--- config.mk ---
export PLATFORM = sky130hd
export DESIGN_NAME = instr_status_regs
export DESIGN_NICKNAME = d
export VERILOG_FILES = /design/src/rtl/instr_status_pkg.sv /design/src/rtl/instr_sticky_reg.sv /design/src/rtl/instr_mask_reg.sv /design/src/rtl/instr_summary.sv /design/src/rtl/instr_status_regs.sv
export SDC_FILE = /design/constraint.sdc
export NUM_CORES = 1
export LEC_CHECK = 0
export CAP_MARGIN = 10
export CORE_MARGIN = 1.5
export CORE_UTILIZATION = 45
export CTS_BUF_LIST = sky130_fd_sc_hd__clkbuf_8 sky130_fd_sc_hd__clkbuf_16
export DETAILED_ROUTE_END_ITERATION = 6
export PLACE_DENSITY_LB_ADDON = 0.25
export RECOVER_POWER = 50
export SLEW_MARGIN = 20
export SYNTH_ARGS = -nofsm -noshare
export SYNTH_HDL_FRONTEND = slang
export SYNTH_SLANG_ARGS = --single-unit
--- constraint.sdc ---
create_clock -name clk -period 5.2 [get_ports clk]
set_input_delay 1.04 -clock clk [delete_from_list [all_inputs] [get_ports clk]]
set_output_delay 1.04 -clock clk [all_outputs]
set_load 0.05 [all_outputs]
--- src/rtl/instr_status_pkg.sv ---
package instr_status_pkg;

  localparam int ADDR_W  = 3;
  localparam int SB_W    = 8;
  localparam int ESB_POS = 5;
  localparam int MSS_POS = 6;
  localparam int CHG_POS = 0;

  typedef enum logic [ADDR_W-1:0] {
    A_EVT    = 3'd0,
    A_EVT_EN = 3'd1,
    A_SBYTE  = 3'd2,
    A_SR_EN  = 3'd3,
    A_PP_EN  = 3'd4,
    A_CHG    = 3'd5,
    A_FLAG   = 3'd6
  } reg_addr_e;

  function automatic logic any_masked(input logic [SB_W-1:0] v,
                                      input logic [SB_W-1:0] m);
    return |(v & m);
  endfunction

endpackage

--- src/rtl/instr_sticky_reg.sv ---
module instr_sticky_reg #(
  parameter int W = 8,
  parameter logic [W-1:0] RST_VAL = '0
) (
  input  logic         clk,
  input  logic         rst_n,
  input  logic [W-1:0] set_i,
  input  logic         clr_i,
  output logic [W-1:0] q_o
);

  function automatic logic [W-1:0] next_val(input logic [W-1:0] cur,
                                            input logic [W-1:0] set,
                                            input logic         clr);
    return (clr ? '0 : cur) | set;
  endfunction

  always_ff @(posedge clk or negedge rst_n) begin
    if (!rst_n) q_o <= RST_VAL;
    else        q_o <= next_val(q_o, set_i, clr_i);
  end

  // a pulsed bit is set in the next cycle, whatever the clear did
  p_keep_set_r4: assert property (@(posedge clk) disable iff (!rst_n)
    (|set_i) |=> ((q_o & $past(set_i)) == $past(set_i)));

  // a clear with no pulse empties the register
  p_clear_r2: assert property (@(posedge clk) disable iff (!rst_n)
    (clr_i && set_i == '0) |=> (q_o == '0));

  // without clear, bits never drop
  p_sticky_r3: assert property (@(posedge clk) disable iff (!rst_n)
    !clr_i |=> ((q_o & $past(q_o)) == $past(q_o)));

endmodule

--- src/rtl/instr_mask_reg.sv ---
module instr_mask_reg #(
  parameter int W = 8,
  parameter logic [W-1:0] WR_MASK = '1
) (
  input  logic         clk,
  input  logic         rst_n,
  input  logic         we_i,
  input  logic [W-1:0] d_i,
  output logic [W-1:0] q_o
);

  always_ff @(posedge clk or negedge rst_n) begin
    if (!rst_n)    q_o <= '0;
    else if (we_i) q_o <= d_i & WR_MASK;
  end

  // a write stores data with the fixed-zero bits removed
  p_write_mask_r6: assert property (@(posedge clk) disable iff (!rst_n)
    we_i |=> (q_o == ($past(d_i) & WR_MASK)));

  // without a write the register holds
  p_hold_r11: assert property (@(posedge clk) disable iff (!rst_n)
    !we_i |=> $stable(q_o));

endmodule

--- src/rtl/instr_summary.sv ---
module instr_summary
  import instr_status_pkg::*;
#(
  parameter int EVT_W = 8
) (
  input  logic [EVT_W-1:0] evt_i,
  input  logic [EVT_W-1:0] evt_en_i,
  input  logic [SB_W-1:0]  sb_ext_i,
  input  logic             chg_any_i,
  input  logic [SB_W-1:0]  sr_en_i,
  input  logic [SB_W-1:0]  pp_en_i,
  output logic [SB_W-1:0]  sbyte_o,
  output logic             mss_o,
  output logic             flag_o
);

  localparam logic [SB_W-1:0] EXT_KEEP =
    ~((SB_W'(1) << ESB_POS) | (SB_W'(1) << MSS_POS) | (SB_W'(1) << CHG_POS));
  localparam logic [SB_W-1:0] NO_MSS = ~(SB_W'(1) << MSS_POS);

  logic             esb;
  logic [SB_W-1:0]  sb_low;

  assign esb = |(evt_i & evt_en_i);

  always_comb begin
    sb_low          = sb_ext_i & EXT_KEEP;
    sb_low[ESB_POS] = esb;
    sb_low[CHG_POS] = chg_any_i;
  end

  assign mss_o = any_masked(sb_low, sr_en_i & NO_MSS);

  always_comb begin
    sbyte_o          = sb_low;
    sbyte_o[MSS_POS] = mss_o;
  end

  assign flag_o = any_masked(sbyte_o, pp_en_i);

endmodule

--- src/rtl/instr_status_regs.sv ---
module instr_status_regs
  import instr_status_pkg::*;
#(
  parameter int EVT_W   = 8,
  parameter int CHG_W   = 16,
  parameter int DATA_W  = 16,
  parameter int PON_BIT = 7
) (
  input  logic              clk,
  input  logic              rst_n,
  input  logic [EVT_W-1:0]  evt_pulse,
  input  logic [CHG_W-1:0]  chg_pulse,
  input  logic              clr_status,
  input  logic [SB_W-1:0]   sb_ext,
  input  logic              bus_wr,
  input  logic              bus_rd,
  input  logic [ADDR_W-1:0] bus_addr,
  input  logic [DATA_W-1:0] bus_wdata,
  output logic [DATA_W-1:0] bus_rdata,
  output logic              srq,
  output logic              mss,
  output logic              ind_flag
);

  localparam logic [EVT_W-1:0] EVT_RST  = EVT_W'(1) << PON_BIT;
  localparam logic [SB_W-1:0]  SRE_MASK = ~(SB_W'(1) << MSS_POS);

  // named internal events for the assertions
  logic evt_rd_clr, chg_rd_clr, evt_clr, chg_clr;
  logic we_evt_en, we_sr_en, we_pp_en;

  logic [EVT_W-1:0] evt_q, evt_en_q;
  logic [CHG_W-1:0] chg_q;
  logic [SB_W-1:0]  sr_en_q, pp_en_q, sbyte;
  logic             chg_any;
  logic             unused_wdata;

  assign evt_rd_clr = bus_rd && (bus_addr == A_EVT);
  assign chg_rd_clr = bus_rd && (bus_addr == A_CHG);
  assign evt_clr    = evt_rd_clr || clr_status;
  assign chg_clr    = chg_rd_clr || clr_status;
  assign we_evt_en  = bus_wr && (bus_addr == A_EVT_EN);
  assign we_sr_en   = bus_wr && (bus_addr == A_SR_EN);
  assign we_pp_en   = bus_wr && (bus_addr == A_PP_EN);
  assign chg_any    = |chg_q;
  assign unused_wdata = ^bus_wdata[DATA_W-1:SB_W];

  instr_sticky_reg #(.W(EVT_W), .RST_VAL(EVT_RST)) u_evt (
    .clk(clk), .rst_n(rst_n), .set_i(evt_pulse), .clr_i(evt_clr), .q_o(evt_q));

  instr_sticky_reg #(.W(CHG_W), .RST_VAL('0)) u_chg (
    .clk(clk), .rst_n(rst_n), .set_i(chg_pulse), .clr_i(chg_clr), .q_o(chg_q));

  instr_mask_reg #(.W(EVT_W), .WR_MASK('1)) u_evt_en (
    .clk(clk), .rst_n(rst_n), .we_i(we_evt_en),
    .d_i(bus_wdata[EVT_W-1:0]), .q_o(evt_en_q));

  instr_mask_reg #(.W(SB_W), .WR_MASK(SRE_MASK)) u_sr_en (
    .clk(clk), .rst_n(rst_n), .we_i(we_sr_en),
    .d_i(bus_wdata[SB_W-1:0]), .q_o(sr_en_q));

  instr_mask_reg #(.W(SB_W), .WR_MASK('1)) u_pp_en (
    .clk(clk), .rst_n(rst_n), .we_i(we_pp_en),
    .d_i(bus_wdata[SB_W-1:0]), .q_o(pp_en_q));

  instr_summary #(.EVT_W(EVT_W)) u_sum (
    .evt_i(evt_q), .evt_en_i(evt_en_q), .sb_ext_i(sb_ext),
    .chg_any_i(chg_any), .sr_en_i(sr_en_q), .pp_en_i(pp_en_q),
    .sbyte_o(sbyte), .mss_o(mss), .flag_o(ind_flag));

  assign srq = mss;

  always_comb begin
    bus_rdata = '0;
    unique case (bus_addr)
      A_EVT:    bus_rdata = DATA_W'(evt_q);
      A_EVT_EN: bus_rdata = DATA_W'(evt_en_q);
      A_SBYTE:  bus_rdata = DATA_W'(sbyte);
      A_SR_EN:  bus_rdata = DATA_W'(sr_en_q);
      A_PP_EN:  bus_rdata = DATA_W'(pp_en_q);
      A_CHG:    bus_rdata = DATA_W'(chg_q);
      A_FLAG:   bus_rdata = DATA_W'(ind_flag);
      default:  bus_rdata = '0;
    endcase
  end

  // no enabled event bit, no event summary
  p_esb_gate_r5: assert property (@(posedge clk) disable iff (!rst_n)
    (evt_en_q == '0) |-> !sbyte[ESB_POS]);

  // service request needs an enable
  p_srq_gate_r7: assert property (@(posedge clk) disable iff (!rst_n)
    (sr_en_q == '0) |-> !srq);

  // request line follows the status byte's bit 6
  p_srq_bit_r7: assert property (@(posedge clk) disable iff (!rst_n)
    srq == bus_rdata_sb6());

  // flag needs a parallel-poll enable
  p_flag_gate_r8: assert property (@(posedge clk) disable iff (!rst_n)
    (pp_en_q == '0) |-> !ind_flag);

  // clear-status empties both event registers when no pulse races it
  p_clr_status_r11: assert property (@(posedge clk) disable iff (!rst_n)
    (clr_status && evt_pulse == '0 && chg_pulse == '0)
      |=> (evt_q == '0 && chg_q == '0));

  // clear-status leaves the enables alone
  p_clr_keeps_en_r11: assert property (@(posedge clk) disable iff (!rst_n)
    (clr_status && !bus_wr) |=> ($stable(evt_en_q) && $stable(sr_en_q) && $stable(pp_en_q)));

  function automatic logic bus_rdata_sb6();
    return sbyte[MSS_POS];
  endfunction

endmodule

### Yosys cells after proc, flatten, opt, wreduce, memory -nomap -nowiden

Index checks and enable logic that the tools add are counted.

* logic and storage cells: 31
* register bits after elaboration: 47
* output and inout port bits: 19

* equality and inequality tests: 6
* mux-type cells: 3
* bitwise gates (word level): 5
* reductions and logical operators: 12

Operators by type and width (count)
* $pmux W16 S7: 1
* $and A8 B8 Y8: 3
* $reduce_or A8 Y1: 3
* $mux W16: 1
* $or A16 B16 Y16: 1
* $reduce_or A16 Y1: 1
* $eq A3 B3 Y1 const B: 3
* $mux W8: 1
* $or A8 B8 Y8: 1
* $eq A3 B2 Y1 const B: 2
* $logic_and A1 B1 Y1: 5
* $eq A3 B1 Y1 const B: 1
* $logic_not A3 Y1: 1
* $logic_or A1 B1 Y1: 2

### Depth between registers and ports, before layout

Gate-level depths: netlist (run 1).

* depth in word-level cells: 7
* mapped depth: 6

### Cells and area by module

From an unflattened synthesis (run 1), not the netlist that was laid out.

* cell total of the unflattened synthesis: 204
* area total of the unflattened synthesis: 2553.7 um^2

Modules (own cells, without submodules)
* instr_mask_reg at u_evt_en ...: area each 331.6 um^2, times used 2, cells each 17
* instr_status_regs: area each 584.3 um^2, times used 1, cells each 79
* instr_sticky_reg at u_chg: area each 543.0 um^2, times used 1, cells each 34
* instr_mask_reg at u_sr_en: area each 302.8 um^2, times used 1, cells each 17
* instr_sticky_reg at u_evt: area each 265.3 um^2, times used 1, cells each 17
* instr_summary: area each 195.2 um^2, times used 1, cells each 23

### Worst setup path after synthesis (run 1)

OpenSTA, ideal clock, no wires.

* kind: input to output
* from: input port bus_addr[0]
* to: output port bus_rdata[0]
* data arrival time: 2.598 ns
* stages on the path: 3
* path slack: 1.562 ns
* path through: buf_4 > nand2b_1 > o311ai_1

* longest elaborated chain between the ends: 2
* elaborated cells on any way between the ends: 8
* classes of those cells: eq/ne (6); mux (1); reduce/logical (1)

Ends and longest elaborated chain
* from (decl): line instr_status_regs.sv:17 `input logic [ADDR_W-1:0] bus_addr,`
* $eq A3 B3 Y1 (tied with other cells): line instr_status_regs.sv:75 `unique case (bus_addr)`
* $pmux W16 S7 *: line instr_status_regs.sv:75
* to (decl): line instr_status_regs.sv:19 `output logic [DATA_W-1:0] bus_rdata,`

Mark *: on every way between the ends. The rest lies on a longest branch, timed or not.

### Worst setup path after layout (run 1)

* from: input port bus_addr[2]
* to: output port bus_rdata[5]

The elaborated chain is that of the path after synthesis.

==> qor.yml, run 1 <==
grt:
  use_met2: 0.332
  grt_pass1_wl_mm: 9.24
  grt_overflow: 0
  use_met1: 0.321
  grt_max_degree: 48
  grt_pass1_vias: 1851
  top_usage_layer: "met2"
  use_met3: 0.0410
  grt_usage: 0.221
  grt_antenna_before_repair: 0
placed_design:
  routabilityCongestion: 0.849
  dp.cells: 320
  postPlaceCellArea_sq_um: 3030
  dp_hpwl_mm: 4.36
  portBuffers: 63
clock_network:
  hold_buffers: 0
  cts_resized: 0
  cts-root-buf: "clkbuf_8"
  cts_tree: "done"
  cts_sinks: 47
  clkTransAtPathRegs_ns: 0.08
  post_cts_buffers: 0
  clk_latency_ns: 0.30
  htree_levels: 2
  cts_buffer_depth: 2
  numCtsBuffers: 5
sta:
  finalClockSkew_ns: 0
  tightest_slew_ns: 2.46
  slew_headroom: -0.640
  max_freq_ghz: 0.217
  fin_crit_ns: 4.61
  drv_slew: 48
  grt_setup_unrepaired: "false"
  finalSetupTns_ns: 0
  hold-worst-slack_ns: 0.515
  period_share: 0.886
  hold_viol: 0
  setup_violations: 0
setup_path:
  cp_data_arrival_time_ns: 3.57
  critPathMostFrequentCell: "clkdlybuf4s50_1"
  max_stage_delay_ns: 0.85
  worstSetupEndpointType: "primary output"
  crit_chain: "clkdlybuf4s50_1 -> inv_2 -> nor2_1 -> nand2_1 -> a32oi_1 -> clkdlybuf4s50_1"
  critPathLaunchType: "primary input"
  worstSetupPathType: "primary input to primary output"
  r2r_start: "u_pp_en.q_o[6]"
  r2r_slack_ns: 4.36
  crit_fanout: 10
  reg2reg_to: "u_pp_en.q_o[6]"
  slowest_stage: "clkdlybuf4s50_1"
  worstPathRequired_ns: 4.16
  rr_worst_depth: 1
synthesis:
  synthCells: 194
  synth_top_area_frac: 0.489
  synthTopCellsByArea: "dfrtp_1 (49%), mux2_2 (12%), a21o_1 (7.3%), mux2i_1 (4.3%), and3_1 (2.4%)"
  ys_warn_count: 0
  ys_seq_elements: 47
  synth_top_flop_cell: "dfrtp_1"
  synth_edf_count: 0
  synthArstFlopShare: 1.00
  synthDistinctLibCells: 41
  yosysTopAreaCell: "dfrtp_1"
  ys_seq_area_frac: 0.500
  synth_nets: 250
  synth.avg_cell_area_sq_um: 12.1
  syn_area_sq_um: 2350
floorplanning:
  initial_core_util: 0.464
  ioPinCount: 75
  fp.dieW_um: 75.3
  fp.coreArea_sq_um: 5070
  num_rows: 26
  die_y_um: 75.3
  dieArea_sq_um: 5680
hold_path:
  whs_path_depth: 1
  hold_path.class: "flop to flop"
  whs_endpoint: "u_evt.q_o[5]"
  hold_start: "u_evt.q_o[5]"
power_and_ir_drop:
  combPwrFrac: 0.268
  ir_drop_mv: 0.184
  p_clk_frac: 0.265
  p_int_mw: 0.694
  p_sw_frac: 0.311
  power.density_nw_per_um2: 320
  finalPower_mw: 1.01
  p_leak_nw: 1.33
  seqPwrFrac: 0.467
  power.net_switching_mw: 0.313
finish:
  diodes: 0
  final_cell_area_sq_um: 3140
  final_cell_mix: "clkdlybuf4s50_1 (61), dfrtp_1 (46), mux2_2 (25)"
  nFillCells: 451
  final_cells: 328
  layout_commonest_cell: "clkdlybuf4s50_1"
  nets: 313
  drive_gt1_frac: 0.198
  area.growth.synth_to_final_pct: 33.5
route:
  vias: 1905
  drt.antenna.violating_nets: 0
  wl_mm: 5.75
  routedWlPerCell_um: 17.5
  drc_errors: 0
  dr.first_iter.drc_count: 141
  firstDrtPassIters: 5
  viasPerCell: 5.81
status:
  violations: "max-capacitance violations, max-slew violations"
  outcome: "complete, but fails checks"
run:
  maxCapViolCount: 1
-- stage by stage --
step           setup slack, ns  utilization
6_report                 0.594        0.620
3_5_place_dp             0.655        0.598
3_3_place_gp             0.603        0.598
2_1_floorplan             1.56            -
5_1_grt                  0.453        0.620
4_1_cts                  0.622        0.620
-- area by class of cell --
class / count / area, sq um / share of cell area
Multi-Input combinational cell: 134 / 1110 / 0.353
Timing Repair Buffer: 66 / 647 / 0.206
Sequential cell: 47 / 1180 / 0.374
Tap cell: 70 / 87.6 / 0.0279
Clock buffer: 5 / 68.8 / 0.0219
Inverter: 3 / 11.3 / 0.00358
Clock inverter: 3 / 43.8 / 0.0139
-- synth_stat cells (4+ instances only) --
| cell | count |
|---|---|
| dfrtp_1 | 46 |
| mux2_2 | 25 |
| and3_1 | 9 |
| buf_2 | 4 |
| a22oi_1 | 6 |
| buf_4 | 4 |
| a21oi_1 | 7 |
| nand2_1 | 8 |
| a21o_1 | 23 |
| mux2i_1 | 10 |
| nor2_1 | 9 |
-- logic make-up (layout without fill, tap and decap cells) --
family | after synthesis | after routing | share of synthesized area
compound gates | 58 | 58 | 0.185
flops | 47 | 47 | 0.500
simple gates | 39 | 39 | 0.104
mux | 37 | 37 | 0.181
buf+inv | 13 | 77 | 0.0292
-- flip-flops by register name (all words and copies together), names as in the netlist --
signal        cells
u_pp_en.q_o       8
u_evt.q_o         8
u_evt_en.q_o      8
u_sr_en.q_o       7
u_chg.q_o        16
-- critical path: cells and delay by family --
kind            cells  cell delay (ns)
compound gates      1             0.23
buf+inv             3             1.76
simple gates        2             0.53
-- how the worst max path moves through the flow --
stage,from,to,slack [ns],depth (start not counted)
final,bus_addr[2],bus_rdata[5],0.59,6
after global routing,bus_addr[1],bus_rdata[0],0.45,6
after CTS,bus_addr[2],bus_rdata[5],0.62,6
after detailed placement,bus_addr[2],bus_rdata[5],0.65,6
after global placement,bus_addr[2],bus_rdata[5],0.60,6
after floorplan,bus_addr[0],bus_rdata[0],1.56,3
-- power groups by stage --
stage | clock network (mW) | registers (mW) | logic (mW)
after floorplan | 0 | 0.458 | 0.181
after global placement | 0 | 0.473 | 0.267
after detailed placement | 0 | 0.476 | 0.271
after CTS | 0.271 | 0.470 | 0.272
after global routing | 0.284 | 0.477 | 0.292
final | 0.267 | 0.470 | 0.270
-- layer usage --
layer | share of wire | vias to the layer above
met5 | 0 | -
met4 | 0.019 | 0
met3 | 0.059 | 14
met2 | 0.47 | 81
met1 | 0.45 | 943
li1 | - | 867
Power figures use the tool's default switching activity.
==> run 2, diff against run 1 <==
- TNS_END_PERCENT: unset -> 30
==> results of run 2 <==
No change in the layout: final DEF, timing and power equal those of run 1.
